$ cat config.mk
export PLATFORM = sky130hd
export DESIGN_NAME = ucmb_interp
export DESIGN_NICKNAME = d
export VERILOG_FILES = /design/src/rtl/ucmb_pkg.sv /design/src/rtl/ucmb_hold.sv /design/src/rtl/ucmb_comb.sv /design/src/rtl/ucmb_scale.sv /design/src/rtl/ucmb_interp.sv
export SDC_FILE = /design/constraint.sdc
export NUM_CORES = 1
export LEC_CHECK = 0
export CAP_MARGIN = 10
export CORE_UTILIZATION = 30
export CTS_CLUSTER_DIAMETER = 50
export DETAILED_ROUTE_END_ITERATION = 10
export DONT_BUFFER_PORTS = 1
export GPL_ROUTABILITY_DRIVEN = 0
export GPL_TIMING_DRIVEN = 0
export PLACE_DENSITY = 0.46
export SYNTH_ARGS = -nofsm -noshare
export SYNTH_HDL_FRONTEND = slang
export SYNTH_HIERARCHICAL = 1
export SYNTH_SLANG_ARGS = --single-unit
export TNS_END_PERCENT = 30
$ cat constraint.sdc
create_clock -name clk -period 17.75 [get_ports clk]
set_input_delay 0.8875 -clock clk [delete_from_list [all_inputs] [get_ports clk]]
set_output_delay 0.8875 -clock clk [all_outputs]
set_load 0.05 [all_outputs]
$ cat src/rtl/ucmb_pkg.sv
package ucmb_pkg;
  // width of an unscaled sum of `terms` values of `dw` bits each
  function automatic int unsigned sum_width(input int unsigned dw,
                                            input int unsigned terms);
    return dw + $clog2(terms);
  endfunction
endpackage

$ cat src/rtl/ucmb_hold.sv
module ucmb_hold #(
  parameter int unsigned DATA_W    = 12,
  parameter int unsigned UP_FACTOR = 5
) (
  input  logic              clk,
  input  logic              rst_n,
  input  logic              tick_i,
  input  logic              in_valid_i,
  input  logic [DATA_W-1:0] in_data_i,
  output logic [DATA_W-1:0] slot_data_o,
  output logic              slot_under_o
);
  localparam int unsigned PH_W = (UP_FACTOR > 1) ? $clog2(UP_FACTOR) : 1;
  localparam logic [PH_W-1:0] PH_LAST = PH_W'(UP_FACTOR - 1);

  logic [PH_W-1:0]   phase_q, phase_d;
  logic              pend_v_q, pend_v_d;
  logic [DATA_W-1:0] pend_q, pend_d;
  logic [DATA_W-1:0] held_q, held_d;
  logic              period_start, fresh_v;
  logic [DATA_W-1:0] fresh;

  always_comb begin
    period_start = tick_i && (phase_q == '0);
    // a same-cycle sample is newer than any pending one
    fresh_v      = in_valid_i || pend_v_q;
    fresh        = in_valid_i ? in_data_i : pend_q;
    slot_data_o  = (period_start && fresh_v) ? fresh : held_q;
    slot_under_o = period_start && !fresh_v;
    held_d       = period_start ? slot_data_o : held_q;

    pend_v_d = pend_v_q;
    pend_d   = pend_q;
    if (period_start) begin
      pend_v_d = 1'b0;
    end else if (in_valid_i) begin
      pend_v_d = 1'b1;
      pend_d   = in_data_i;
    end

    phase_d = phase_q;
    if (tick_i) phase_d = (phase_q == PH_LAST) ? '0 : phase_q + 1'b1;
  end

  always_ff @(posedge clk or negedge rst_n) begin
    if (!rst_n) begin
      phase_q  <= '0;
      pend_v_q <= 1'b0;
      pend_q   <= '0;
      held_q   <= '0;
    end else begin
      phase_q  <= phase_d;
      pend_v_q <= pend_v_d;
      if (in_valid_i) pend_q <= pend_d;
      if (period_start) held_q <= held_d;
    end
  end

  // held value only changes at a period start
  p_hold_stable_r2: assert property (@(posedge clk) disable iff (!rst_n)
    (tick_i && phase_q != '0) |=> (held_q == $past(held_q)));
  // phase counter stays inside the period
  p_phase_range_r2: assert property (@(posedge clk) disable iff (!rst_n)
    (phase_q <= PH_LAST));
endmodule

$ cat src/rtl/ucmb_comb.sv
module ucmb_comb #(
  parameter int unsigned DATA_W = 12,
  parameter int unsigned TAPS   = 10,
  parameter int unsigned ACC_W  = 16
) (
  input  logic              clk,
  input  logic              rst_n,
  input  logic              tick_i,
  input  logic [DATA_W-1:0] x_i,
  output logic [ACC_W-1:0]  acc_next_o
);
  localparam int unsigned EXT_W = ACC_W - DATA_W;
  localparam logic [ACC_W-1:0] ACC_MAX = ACC_W'(TAPS * ((1 << DATA_W) - 1));

  logic [ACC_W-1:0] acc_q;
  logic [DATA_W-1:0] oldest;

  for (genvar i = 0; i < TAPS; i++) begin : g_tap
    logic [DATA_W-1:0] q;
    logic [DATA_W-1:0] d;
    if (i == 0) begin : g_head
      always_comb d = x_i;
    end else begin : g_body
      always_comb d = g_tap[i-1].q;
    end
    always_ff @(posedge clk or negedge rst_n) begin
      if (!rst_n)      q <= '0;
      else if (tick_i) q <= d;
    end
  end

  always_comb begin
    oldest     = g_tap[TAPS-1].q;
    acc_next_o = acc_q + {{EXT_W{1'b0}}, x_i} - {{EXT_W{1'b0}}, oldest};
  end

  always_ff @(posedge clk or negedge rst_n) begin
    if (!rst_n)      acc_q <= '0;
    else if (tick_i) acc_q <= acc_next_o;
  end

  // the running sum never leaves the range of TAPS full-scale terms
  p_acc_bound_r3: assert property (@(posedge clk) disable iff (!rst_n)
    (acc_q <= ACC_MAX));
  // the newest slot value enters the window on each slot
  p_window_entry_r3: assert property (@(posedge clk) disable iff (!rst_n)
    tick_i |=> (g_tap[0].q == $past(x_i)));
endmodule

$ cat src/rtl/ucmb_scale.sv
module ucmb_scale #(
  parameter int unsigned DATA_W = 12,
  parameter int unsigned TAPS   = 10,
  parameter int unsigned ACC_W  = 16
) (
  input  logic              clk,
  input  logic              rst_n,
  input  logic              tick_i,
  input  logic              under_i,
  input  logic [ACC_W-1:0]  acc_i,
  output logic              out_valid_o,
  output logic [DATA_W-1:0] out_data_o,
  output logic              out_under_o
);
  localparam logic [ACC_W-1:0] CODE_MAX = ACC_W'((1 << DATA_W) - 1);

  logic [ACC_W-1:0]  quot;
  logic [DATA_W-1:0] data_d;
  logic              valid_d, under_d;

  always_comb begin
    quot    = acc_i / ACC_W'(TAPS);
    data_d  = (quot > CODE_MAX) ? CODE_MAX[DATA_W-1:0] : quot[DATA_W-1:0];
    valid_d = tick_i;
    under_d = tick_i && under_i;
  end

  always_ff @(posedge clk or negedge rst_n) begin
    if (!rst_n) begin
      out_valid_o <= 1'b0;
      out_under_o <= 1'b0;
      out_data_o  <= '0;
    end else begin
      out_valid_o <= valid_d;
      out_under_o <= under_d;
      if (tick_i) out_data_o <= data_d;
    end
  end

  // one output slot per tick, one cycle later
  p_valid_after_tick_r1: assert property (@(posedge clk) disable iff (!rst_n)
    tick_i |=> out_valid_o);
  p_no_spurious_valid_r1: assert property (@(posedge clk) disable iff (!rst_n)
    !tick_i |=> !out_valid_o);
  // underrun only marks a real output slot
  p_under_with_valid_r4: assert property (@(posedge clk) disable iff (!rst_n)
    out_under_o |-> out_valid_o);
  // data holds between slots
  p_data_hold_r3: assert property (@(posedge clk) disable iff (!rst_n)
    !tick_i |=> $stable(out_data_o));
endmodule

$ cat src/rtl/ucmb_interp.sv
module ucmb_interp #(
  parameter int unsigned DATA_W    = 12,
  parameter int unsigned UP_FACTOR = 5,
  parameter int unsigned TAPS      = 10
) (
  input  logic              clk,
  input  logic              rst_n,
  input  logic              tick,
  input  logic              in_valid,
  input  logic [DATA_W-1:0] in_data,
  output logic              out_valid,
  output logic [DATA_W-1:0] out_data,
  output logic              out_underrun
);
  localparam int unsigned ACC_W = ucmb_pkg::sum_width(DATA_W, TAPS);

  logic [DATA_W-1:0] slot_data;
  logic              slot_under;
  logic [ACC_W-1:0]  acc_next;

  ucmb_hold #(.DATA_W(DATA_W), .UP_FACTOR(UP_FACTOR)) u_hold (
    .clk(clk), .rst_n(rst_n), .tick_i(tick),
    .in_valid_i(in_valid), .in_data_i(in_data),
    .slot_data_o(slot_data), .slot_under_o(slot_under)
  );

  ucmb_comb #(.DATA_W(DATA_W), .TAPS(TAPS), .ACC_W(ACC_W)) u_comb (
    .clk(clk), .rst_n(rst_n), .tick_i(tick),
    .x_i(slot_data), .acc_next_o(acc_next)
  );

  ucmb_scale #(.DATA_W(DATA_W), .TAPS(TAPS), .ACC_W(ACC_W)) u_scale (
    .clk(clk), .rst_n(rst_n), .tick_i(tick), .under_i(slot_under),
    .acc_i(acc_next), .out_valid_o(out_valid),
    .out_data_o(out_data), .out_under_o(out_underrun)
  );
endmodule

# Word-level counts from Yosys, hierarchy flattened
# Index checks and enable logic that the tools add are counted.
[totals]
regBits = 178
inputBits = 16
output_inout_bits = 14
word_cells = 40
[op_classes]
add_sub_neg = 3
div = 1
order_cmp = 1
eq_ne = 1
n_mux = 6
bitwise_logic = 1
reduce_logical = 9
[op_table]
columns = ["operator", "n"]
rows = [
  ["12-bit 2-to-1 mux", 3],
  ["16-bit by 12-bit adder with 16-bit output", 1],
  ["16-bit by 4-bit divider with 16-bit output (second input constant)", 1],
  ["16-bit by 12-bit greater-than comparator with 1-bit output (second input constant)", 1],
  ["16-bit by 12-bit subtractor with 16-bit output", 1],
  ["1-bit logical AND", 4],
  ["3-bit by 1-bit adder with 3-bit output (second input constant)", 1],
  ["3-bit equality test (second input constant)", 1],
  ["3-bit zero test", 1],
  ["3-bit 2-to-1 mux", 1],
  ["1-bit 2-to-1 mux", 2],
  ["2-bit AND reduction", 1],
  ["2-bit nonzero test", 1],
  ["1-bit zero test", 1],
  ["1-bit logical OR", 1],
  ["1-bit NOT", 1],
]

# Logic depth before layout (Yosys ltp)
# Gate-level depths: netlist (run 1).
[depth]
word_depth = 9
ltp_mapped = 35
depth_no_buf = 30

# Cells and area by module
# Netlist (run 1), hierarchy kept.
[by_module_without_submodules]
columns = ["mod", "n_inst", "cells_each", "area_per_inst_um2"]
rows = [
  ["ucmb_comb", 1, 473, 6258.5],
  ["ucmb_scale", 1, 260, 1986.9],
  ["ucmb_hold", 1, 99, 1567.8],
]

# Worst setup path after synthesis (run 1)
# No wires, ideal clock.
[synth_timing]
path_kind = "in2reg"
from = "input in_valid"
to = "register u_scale.out_data_o[0]"
setup_time_ns = 0.143
arrival_ns = 6.992
required_time_ns = 17.607
slack_ns = 10.616
stages = 31
path_buffers = 5
cell_sequence = "buf_6 > buf_6 > mux2_4 > mux2_4 > inv_1 > fa_1 > inv_1 > ha_1 > buf_6 > and3_1 > and3_4 > a211oi_2 > o21ai_1 > xnor2_1 > buf_4 > or4b_1 > a21bo_1 > o2111ai_1 > a211oi_1 > a31oi_2 > a311oi_1 > a211o_1 > or3_1 > and2_4 > buf_6 > a221oi_2 > nand2_1 > nand2_1 > a21oi_1 > a2111oi_0 > o22ai_1"
[synth_between]
elab_chain_len = 8
elab_cells_between_ends = 9
[synth_lines]
columns = ["element", "line", "text"]
rows = [
  ["start: declaration", "ucmb_interp.sv:9", "input logic in_valid,"],
  ["1-bit logical OR", "ucmb_hold.sv:26", "fresh_v = in_valid_i || pend_v_q;"],
  ["1-bit logical AND", "ucmb_hold.sv:28", "slot_data_o = (period_start && fresh_v) ? fresh : held_q;"],
  ["12-bit 2-to-1 mux *", "ucmb_hold.sv:28", ""],
  ["net slot_data[10]", "ucmb_interp.sv:17", "logic [DATA_W-1:0] slot_data;"],
  ["16-bit by 12-bit adder with 16-bit output *", "ucmb_comb.sv:34", "acc_next_o = acc_q + {{EXT_W{1'b0}}, x_i} - {{EXT_W{1'b0}}, oldest};"],
  ["16-bit by 12-bit subtractor with 16-bit output *", "ucmb_comb.sv:34", ""],
  ["net acc_next[13]", "ucmb_interp.sv:19", "logic [ACC_W-1:0] acc_next;"],
  ["16-bit by 4-bit divider with 16-bit output *", "ucmb_scale.sv:22", "quot = acc_i / ACC_W'(TAPS);"],
  ["16-bit by 12-bit greater-than comparator with 1-bit output", "ucmb_scale.sv:23", "data_d = (quot > CODE_MAX) ? CODE_MAX[DATA_W-1:0] : quot[DATA_W-1:0];"],
  ["12-bit 2-to-1 mux *", "ucmb_scale.sv:23", ""],
  ["end signal: assignment", "ucmb_scale.sv:36", "if (tick_i) out_data_o <= data_d;"],
  ["end: declaration", "ucmb_scale.sv:12", "output logic [DATA_W-1:0] out_data_o,"],
]
# Mark *: on every way through the listed nets, which the timed path passes. The rest lies on a longest branch.
# A chain may end at the register's enable or synchronous reset.

# Worst setup path after layout (run 1)
[layout_timing]
from = "register u_hold.phase_q[0]"
to = "register u_scale.out_data_o[0]"
[layout_between]
elab_chain_len = 9
[layout_lines]
columns = ["element", "line", "text"]
rows = [
  ["start: declaration", "ucmb_hold.sv:16", "logic [PH_W-1:0] phase_q, phase_d;"],
  ["start signal: assignment", "ucmb_hold.sv:52", "phase_q <= phase_d;"],
  ["3-bit zero test *", "ucmb_hold.sv:24", "period_start = tick_i && (phase_q == '0);"],
  ["1-bit logical AND *", "ucmb_hold.sv:24", ""],
  ["1-bit logical AND *", "ucmb_hold.sv:28", ""],
  ["12-bit 2-to-1 mux *", "ucmb_hold.sv:28", ""],
  ["net slot_data[9]", "ucmb_interp.sv:17", ""],
  ["16-bit by 12-bit adder with 16-bit output *", "ucmb_comb.sv:34", ""],
  ["16-bit by 12-bit subtractor with 16-bit output *", "ucmb_comb.sv:34", ""],
  ["net acc_next[13]", "ucmb_interp.sv:19", ""],
  ["16-bit by 4-bit divider with 16-bit output *", "ucmb_scale.sv:22", ""],
  ["16-bit by 12-bit greater-than comparator with 1-bit output", "ucmb_scale.sv:23", ""],
  ["12-bit 2-to-1 mux *", "ucmb_scale.sv:23", ""],
]
# Marks and branches as above.

==> impl_metrics.prom, run 1 <==
# TYPE chip_impl_metric gauge
chip_impl_metric{name="antennaDiodeCount",unit=""} 0
chip_impl_metric{name="area_delta_synth_final",unit="%"} 12.0
chip_impl_info{name="tritoncts",value="built"} 1
chip_impl_metric{name="floorplan.initialDensity",unit="%"} 30.8
chip_impl_metric{name="pin_count",unit=""} 30
chip_impl_info{name="clock-root-buffer",value="sky130_fd_sc_hd__clkbuf_16"} 1
chip_impl_info{name="setup_repair_after_global_routing_missed_its_margin",value="false"} 1
chip_impl_info{name="outcome",value="complete, no violations"} 1
chip_impl_metric{name="final-setup-viol-count",unit=""} 0
chip_impl_metric{name="clk_transition_reported_paths",unit="ps"} 90
chip_impl_metric{name="utilization",unit="%"} 34.5
chip_impl_metric{name="detail-route-antenna-nets",unit=""} 0
chip_impl_metric{name="post_drt_via_cell_ratio",unit=""} 4.84
chip_impl_metric{name="synth-edff-count",unit=""} 0
chip_impl_metric{name="fmax",unit="GHz"} 0.122
chip_impl_metric{name="detailedRoute.firstIterationViolations",unit=""} 502
chip_impl_metric{name="post_synth.cell_area_avg",unit="µm²"} 11.8
chip_impl_metric{name="cts.sink_count",unit=""} 178
chip_impl_info{name="start_kind",value="flip-flop"} 1
chip_impl_metric{name="r2r_setup_slk",unit="ps"} 9570
chip_impl_metric{name="cts-root-to-sink-buffers",unit=""} 2
chip_impl_metric{name="die-height",unit="µm"} 183
chip_impl_metric{name="synthesis.nets",unit=""} 878
chip_impl_metric{name="place_inst",unit=""} 1267
chip_impl_metric{name="clock_skew",unit="ps"} 20.9
chip_impl_metric{name="hold_buffers",unit=""} 0
chip_impl_metric{name="coreArea",unit="mm²"} 0.0319
chip_impl_metric{name="route.final.wire_length",unit="mm"} 21.5
chip_impl_metric{name="die-area",unit="mm²"} 0.0334
chip_impl_metric{name="die_w",unit="µm"} 183
chip_impl_metric{name="dr_total_vias",unit=""} 6292
chip_impl_info{name="leading_cell_type_in_the_layout_fill_and_taps_excluded",value="sky130_fd_sc_hd__dfrtp_1"} 1
chip_impl_metric{name="fin_setup_tns",unit="ps"} 0
chip_impl_info{name="timing_worst_setup_path_type",value="reg -> reg"} 1
chip_impl_metric{name="cts_resized",unit=""} 0
chip_impl_metric{name="setup_repair_bufs_after_cts",unit=""} 0
chip_impl_info{name="hp-class",value="in -> async"} 1
chip_impl_metric{name="portBuffers",unit=""} 0
chip_impl_metric{name="vias_in_the_first_global_route",unit=""} 6371
chip_impl_metric{name="dr.pass1.iters",unit=""} 4
chip_impl_metric{name="timing_hold_violations_final",unit=""} 0
chip_impl_metric{name="numCtsBuffers",unit=""} 17
chip_impl_metric{name="finish.net_count",unit=""} 897
chip_impl_metric{name="drive_gt1_share",unit="%"} 30.9
chip_impl_metric{name="tightestPinTransition",unit="ps"} 790
chip_impl_info{name="ys.flop_type",value="sky130_fd_sc_hd__dfrtp_1"} 1
chip_impl_metric{name="timing.critical_path.fanout_max",unit=""} 10
chip_impl_metric{name="grt_pass1_wl",unit="mm"} 36.1
chip_impl_metric{name="worst-r2r-cell-count",unit=""} 31
chip_impl_metric{name="clk_latency",unit="ps"} 440
chip_impl_metric{name="max_cap_viol_count",unit=""} 0
chip_impl_metric{name="final_instance_count_excl_fillers",unit=""} 1299
chip_impl_metric{name="overflow",unit=""} 0
chip_impl_metric{name="std_cell_rows",unit=""} 65
chip_impl_metric{name="seq_area_frac_synth",unit="%"} 45.4
chip_impl_metric{name="ys_warn_count",unit=""} 6
chip_impl_metric{name="dpl.hpwl",unit="mm"} 15.4
chip_impl_info{name="most_frequent_cells_in_the_layout",value="sky130_fd_sc_hd__dfrtp_1, sky130_fd_sc_hd__mux2_2, sky130_fd_sc_hd__inv_1"} 1
chip_impl_metric{name="worst-endpoint-arrival",unit="ps"} 8490
chip_impl_metric{name="track_usage",unit="%"} 13.8
chip_impl_metric{name="synth_area",unit="mm²"} 0.00981
chip_impl_metric{name="grt_start_max_net_pins",unit=""} 179
chip_impl_info{name="kind_of_capture_point_of_the_worst_setup_path",value="flip-flop"} 1
chip_impl_metric{name="report.final.slew_viol_count",unit=""} 0
chip_impl_info{name="crit_top_cell",value="sky130_fd_sc_hd__inv_1"} 1
chip_impl_metric{name="layout_min_cycle_time",unit="ps"} 8180
chip_impl_metric{name="timing.final.crit_share",unit="%"} 46.1
chip_impl_metric{name="post_synthesis_cells",unit=""} 832
chip_impl_metric{name="distinct_cells_synth",unit=""} 91
chip_impl_metric{name="post_synthesis_async_set_or_reset_flop_share",unit="%"} 100
chip_impl_metric{name="timing.critical_path.required",unit="ps"} 18050
chip_impl_metric{name="postSynthRegisterBits",unit=""} 178
chip_impl_info{name="crit_slowest_cell",value="sky130_fd_sc_hd__o2bb2ai_1"} 1
chip_impl_metric{name="clock_tree.htree_level_count",unit=""} 4
chip_impl_metric{name="drc",unit=""} 0
chip_impl_metric{name="timing.max_slew.rel_slack",unit="%"} 47.3
chip_impl_metric{name="cp_slowest_stage_delay",unit="ps"} 680
chip_impl_metric{name="grt_antenna_before_repair",unit=""} 0
chip_impl_metric{name="wl_per_cell",unit="µm"} 16.5
flip-flops by register name (all words and copies together) (netlist names):
signal	flops
u_hold/pend_v_q	1
u_scale/out_under_o	1
u_comb/g_tap.q	120
u_hold/phase_q	3
u_scale/out_data_o	12
u_comb/acc_q	16
u_hold/pend_q	12
u_hold/held_q	12
u_scale/out_valid_o	1
stage by stage:
stage / hold WS, ps / setup WS (ps) / instance area [µm²]
3_3_place_gp: 484 / 9310 / 10400
4_1_cts: 116 / 9610 / 11000
2_1_floorplan: 465 / 10620 / 9810
3_5_place_dp: 489 / 9400 / 10400
6_report: 147 / 9570 / 11000
5_1_grt: 121 / 8840 / 11000
routing by layer:
layer	share of wire, %	vias to the layer above	GRT usage (%)
met3	2.5	17	2.56
met1	51	3147	19.6
met4	1.6	0	4.43
li1	-	3032	-
met2	45	96	21.0
met5	0	-	0
synth_stat cells (14+ instances only):
master | count | share of area, %
sky130_fd_sc_hd__a21oi_1 | 27 | 1.4
sky130_fd_sc_hd__clkbuf_1 | 18 | 0.69
sky130_fd_sc_hd__dfrtp_1 | 178 | 45
sky130_fd_sc_hd__ha_1 | 18 | 2.3
sky130_fd_sc_hd__inv_1 | 67 | 2.6
sky130_fd_sc_hd__mux2_2 | 145 | 17
sky130_fd_sc_hd__mux2_4 | 30 | 4.6
sky130_fd_sc_hd__nand2_1 | 36 | 1.4
sky130_fd_sc_hd__nor2_1 | 40 | 1.5
sky130_fd_sc_hd__o21ai_0 | 26 | 1.3
sky130_fd_sc_hd__o21ai_1 | 14 | 0.71
sky130_fd_sc_hd__xnor2_1 | 14 | 1.2
kinds of logic (layout without fill, tap and decap cells):
logic type | Yosys count | count (layout) | share of synthesized area (%)
and+or+nand+nor | 156 | 156 | 8.73
AOI/OAI and AO/OA | 159 | 159 | 12.3
DFF | 178 | 178 | 45.4
buffers and inverters | 112 | 144 | 5.64
muxes | 179 | 179 | 21.6
xor gates and xnor gates | 18 | 18 | 1.61
adders and majority gates | 30 | 30 | 4.74
critical path, delay by kind of cell (launching register included):
kind                       cells  cell delay, ps
buffers and inverters          6             780
AOI/OAI and AO/OA             14            3760
and+or+nand+nor                6            1440
adders and majority gates      3             900
muxes                          1             310
xor gates and xnor gates       1             450
DFF                            1             380
worst paths after layout:
kind	startpoint	endpoint
worst max register to register	u_hold/phase_q[0]$_DFFE_PN0P_	u_scale/out_data_o[0]$_DFFE_PN0P_
worst max-delay path	u_hold/phase_q[0]$_DFFE_PN0P_	u_scale/out_data_o[0]$_DFFE_PN0P_
max in group asynchronous	rst_n	u_comb/g_tap[0].q[0]$_DFFE_PN0P_
min in group clk	tick	u_scale/out_valid_o$_DFF_PN0_
worst min register to register	u_comb/g_tap[2].q[11]$_DFFE_PN0P_	u_comb/g_tap[3].q[11]$_DFFE_PN0P_
worst min-delay path	rst_n	u_scale/out_data_o[9]$_DFFE_PN0P_
cell type report:
class / instances / area (µm²)
plain buffers: 43 / 294
multi-input cells: 542 / 4810
fillers: 3252 / 20900
flip-flops and latches: 178 / 4450
clock inverters: 15 / 206
clock buffers: 17 / 425
well taps: 435 / 544
inverters: 69 / 259
Power of run 1 is not shown: default switching activity piles up to over one toggle a cycle in this logic, so the estimate is an artifact.
==> run 2: changes to the inputs <==
==> constraint.sdc (replaced) <==
create_clock -name clk -period 7.8 [get_ports clk]
set_input_delay 0.39 -clock clk [delete_from_list [all_inputs] [get_ports clk]]
set_output_delay 0.39 -clock clk [all_outputs]
set_load 0.05 [all_outputs]
==> impl_metrics.prom, run 2 (same netlist as run 1, synthesis figures left out) <==
# TYPE chip_impl_metric gauge
chip_impl_info{name="outcome",value="finished with violations"} 1
chip_impl_info{name="violations",value="negative hold slack"} 1
chip_impl_metric{name="final_instance_count_excl_fillers",unit=""} 1326
chip_impl_metric{name="clk_transition_reported_paths",unit="ps"} 90
chip_impl_metric{name="post_drt_via_cell_ratio",unit=""} 4.89
chip_impl_metric{name="clock_tree.htree_level_count",unit=""} 4
chip_impl_info{name="most_frequent_cells_in_the_layout",value="sky130_fd_sc_hd__dfrtp_1, sky130_fd_sc_hd__mux2_2, sky130_fd_sc_hd__inv_1"} 1
chip_impl_metric{name="dpl.hpwl",unit="mm"} 15.4
chip_impl_metric{name="timing.final.crit_share",unit="%"} 95.8
chip_impl_info{name="layout_top_registers",value="u_comb/g_tap.q (120), u_comb/acc_q (16)"} 1
chip_impl_metric{name="numCtsBuffers",unit=""} 17
chip_impl_metric{name="cts.sink_count",unit=""} 178
chip_impl_info{name="tritoncts",value="built"} 1
chip_impl_info{name="kind_of_capture_point_of_the_worst_setup_path",value="flip-flop"} 1
chip_impl_metric{name="detail-route-antenna-nets",unit=""} 0
chip_impl_metric{name="drc",unit=""} 0
chip_impl_metric{name="pin_count",unit=""} 30
chip_impl_metric{name="overflow",unit=""} 0
chip_impl_metric{name="fin_worst_hold_slack",unit="ps"} -47.0
chip_impl_metric{name="worst-endpoint-arrival",unit="ps"} 7830
chip_impl_metric{name="floorplan.initialDensity",unit="%"} 30.8
chip_impl_metric{name="timing.critical_path.fanout_max",unit=""} 10
chip_impl_metric{name="max_cap_viol_count",unit=""} 0
chip_impl_metric{name="vias_in_the_first_global_route",unit=""} 6407
chip_impl_metric{name="grt_start_max_net_pins",unit=""} 179
chip_impl_info{name="hp-class",value="in -> async"} 1
chip_impl_metric{name="wl_per_cell",unit="µm"} 16.9
chip_impl_metric{name="clk_latency",unit="ps"} 440
chip_impl_metric{name="coreArea",unit="mm²"} 0.0319
chip_impl_info{name="timing_worst_setup_path_type",value="reg -> reg"} 1
chip_impl_metric{name="die-height",unit="µm"} 183
chip_impl_info{name="start_kind",value="flip-flop"} 1
chip_impl_info{name="reg_with_most_ffs",value="u_comb/g_tap.q"} 1
chip_impl_metric{name="report.final.slew_viol_count",unit=""} 0
chip_impl_metric{name="portBuffers",unit=""} 0
chip_impl_metric{name="detailedRoute.firstIterationViolations",unit=""} 465
chip_impl_metric{name="timing.max_slew.rel_slack",unit="%"} 35.9
chip_impl_metric{name="largest_reg_flops",unit=""} 120
chip_impl_metric{name="cp_slowest_stage_delay",unit="ps"} 590
chip_impl_metric{name="cts-root-to-sink-buffers",unit=""} 2
chip_impl_info{name="clock-root-buffer",value="sky130_fd_sc_hd__clkbuf_16"} 1
chip_impl_metric{name="timing_hold_violations_final",unit=""} 30
chip_impl_metric{name="die_w",unit="µm"} 183
chip_impl_metric{name="dr_total_vias",unit=""} 6489
chip_impl_metric{name="route.final.wire_length",unit="mm"} 22.5
chip_impl_info{name="leading_cell_type_in_the_layout_fill_and_taps_excluded",value="sky130_fd_sc_hd__dfrtp_1"} 1
chip_impl_metric{name="fmax",unit="GHz"} 0.134
chip_impl_metric{name="antennaDiodeCount",unit=""} 0
chip_impl_metric{name="die-area",unit="mm²"} 0.0334
chip_impl_metric{name="track_usage",unit="%"} 13.9
chip_impl_metric{name="grt_pass1_wl",unit="mm"} 36.3
chip_impl_metric{name="std_cell_rows",unit=""} 65
chip_impl_metric{name="grt_antenna_before_repair",unit=""} 0
chip_impl_metric{name="timing.critical_path.required",unit="ps"} 8160
chip_impl_metric{name="place_inst",unit=""} 1267
chip_impl_metric{name="drive_gt1_share",unit="%"} 38.7
chip_impl_metric{name="layout_min_cycle_time",unit="ps"} 7470
chip_impl_metric{name="area_delta_synth_final",unit="%"} 18.8
chip_impl_metric{name="finish.net_count",unit=""} 924
chip_impl_info{name="crit_slowest_cell",value="sky130_fd_sc_hd__fa_1"} 1
chip_impl_metric{name="tightestPinTransition",unit="ps"} 962
chip_impl_metric{name="dr.pass1.iters",unit=""} 5
chip_impl_metric{name="clock_skew",unit="ps"} 20.7
chip_impl_metric{name="final-setup-viol-count",unit=""} 0
[run 2: cell count changes in the layout (fill, tap and decap cells not counted), moves of 4 or more]
cell / change
sky130_fd_sc_hd__a21oi_2: +6
sky130_fd_sc_hd__ha_1: -5
sky130_fd_sc_hd__o21ai_2: +5
sky130_fd_sc_hd__buf_4: +23
sky130_fd_sc_hd__a21oi_1: -7
sky130_fd_sc_hd__o21ai_0: -4
[run 2: stage by stage]
step / TNS, ps / util (%) / setup slack, ps / area (µm²)
2_1_floorplan: 0 / - / 965 / 9810
3_3_place_gp: -729 / 32.5 / -398 / 10400
3_5_place_dp: -554 / 32.5 / -308 / 10400
4_1_cts: 0 / 34.8 / 26.4 / 11100
5_1_grt: -23.5 / 36.6 / -23.5 / 11700
6_report: 0 / 36.6 / 327 / 11700
[run 2: critical path, delay by kind of cell (launching register included)]
| family | cells | cell delay (ps) |
|---|---|---|
| AOI/OAI and AO/OA | 8 | 2260 |
| adders and majority gates | 3 | 1070 |
| muxes | 2 | 350 |
| and+or+nand+nor | 13 | 2310 |
| DFF | 1 | 380 |
| buffers and inverters | 8 | 1020 |
[run 2: area by class of cell]
class,count,area [µm²]
plain buffers,43,310
clock buffers,17,425
clock inverters,15,206
fillers,3212,20200
inverters,69,263
multi-input cells,544,5240
flip-flops and latches,178,4450
well taps,435,544
repair buffers,25,210
[run 2: path summary, 6_finish.rpt]
check	from	slack [ps]	cells past startpoint	end
setup / recovery	u_hold/phase_q[0]$_DFFE_PN0P_	330	34	u_scale/out_data_o[0]$_DFFE_PN0P_
hold / removal	rst_n	-50	1	u_comb/g_tap[8].q[5]$_DFFE_PN0P_
setup reg to reg	u_hold/phase_q[0]$_DFFE_PN0P_	330	34	u_scale/out_data_o[0]$_DFFE_PN0P_
hold reg to reg	u_comb/g_tap[2].q[11]$_DFFE_PN0P_	490	1	u_comb/g_tap[3].q[11]$_DFFE_PN0P_
max in group asynchronous	rst_n	7060	1	u_hold/held_q[4]$_DFFE_PN0P_
min in group clk	tick	50	1	u_hold/phase_q[1]$_DFFE_PN0P_
[run 2: what timing repair did]
| action | 4_1_cts | 5_1_grt |
|---|---|---|
| hold buffers | 2 | 0 |
| pin swaps | 2 | 24 |
| setup buffers | 4 | 19 |
| gates resized for setup | 7 | 80 |
| setup endpoints to repair | 3 | 4 |
| cloned | 0 | 2 |
| endpoints found under the hold margin | 179 | 0 |
[run 2: metal layers]
| metal | part of all wire, % | track usage (%) | vias up |
|---|---|---|---|
| li1 | - | - | 3098 |
| met1 | 49 | 19.8 | 3277 |
| met2 | 47 | 21.2 | 97 |
| met3 | 2.7 | 2.50 | 17 |
| met4 | 1.5 | 4.57 | 0 |
| met5 | 0 | 0 | - |
Power of run 2 is left out for the same reason.
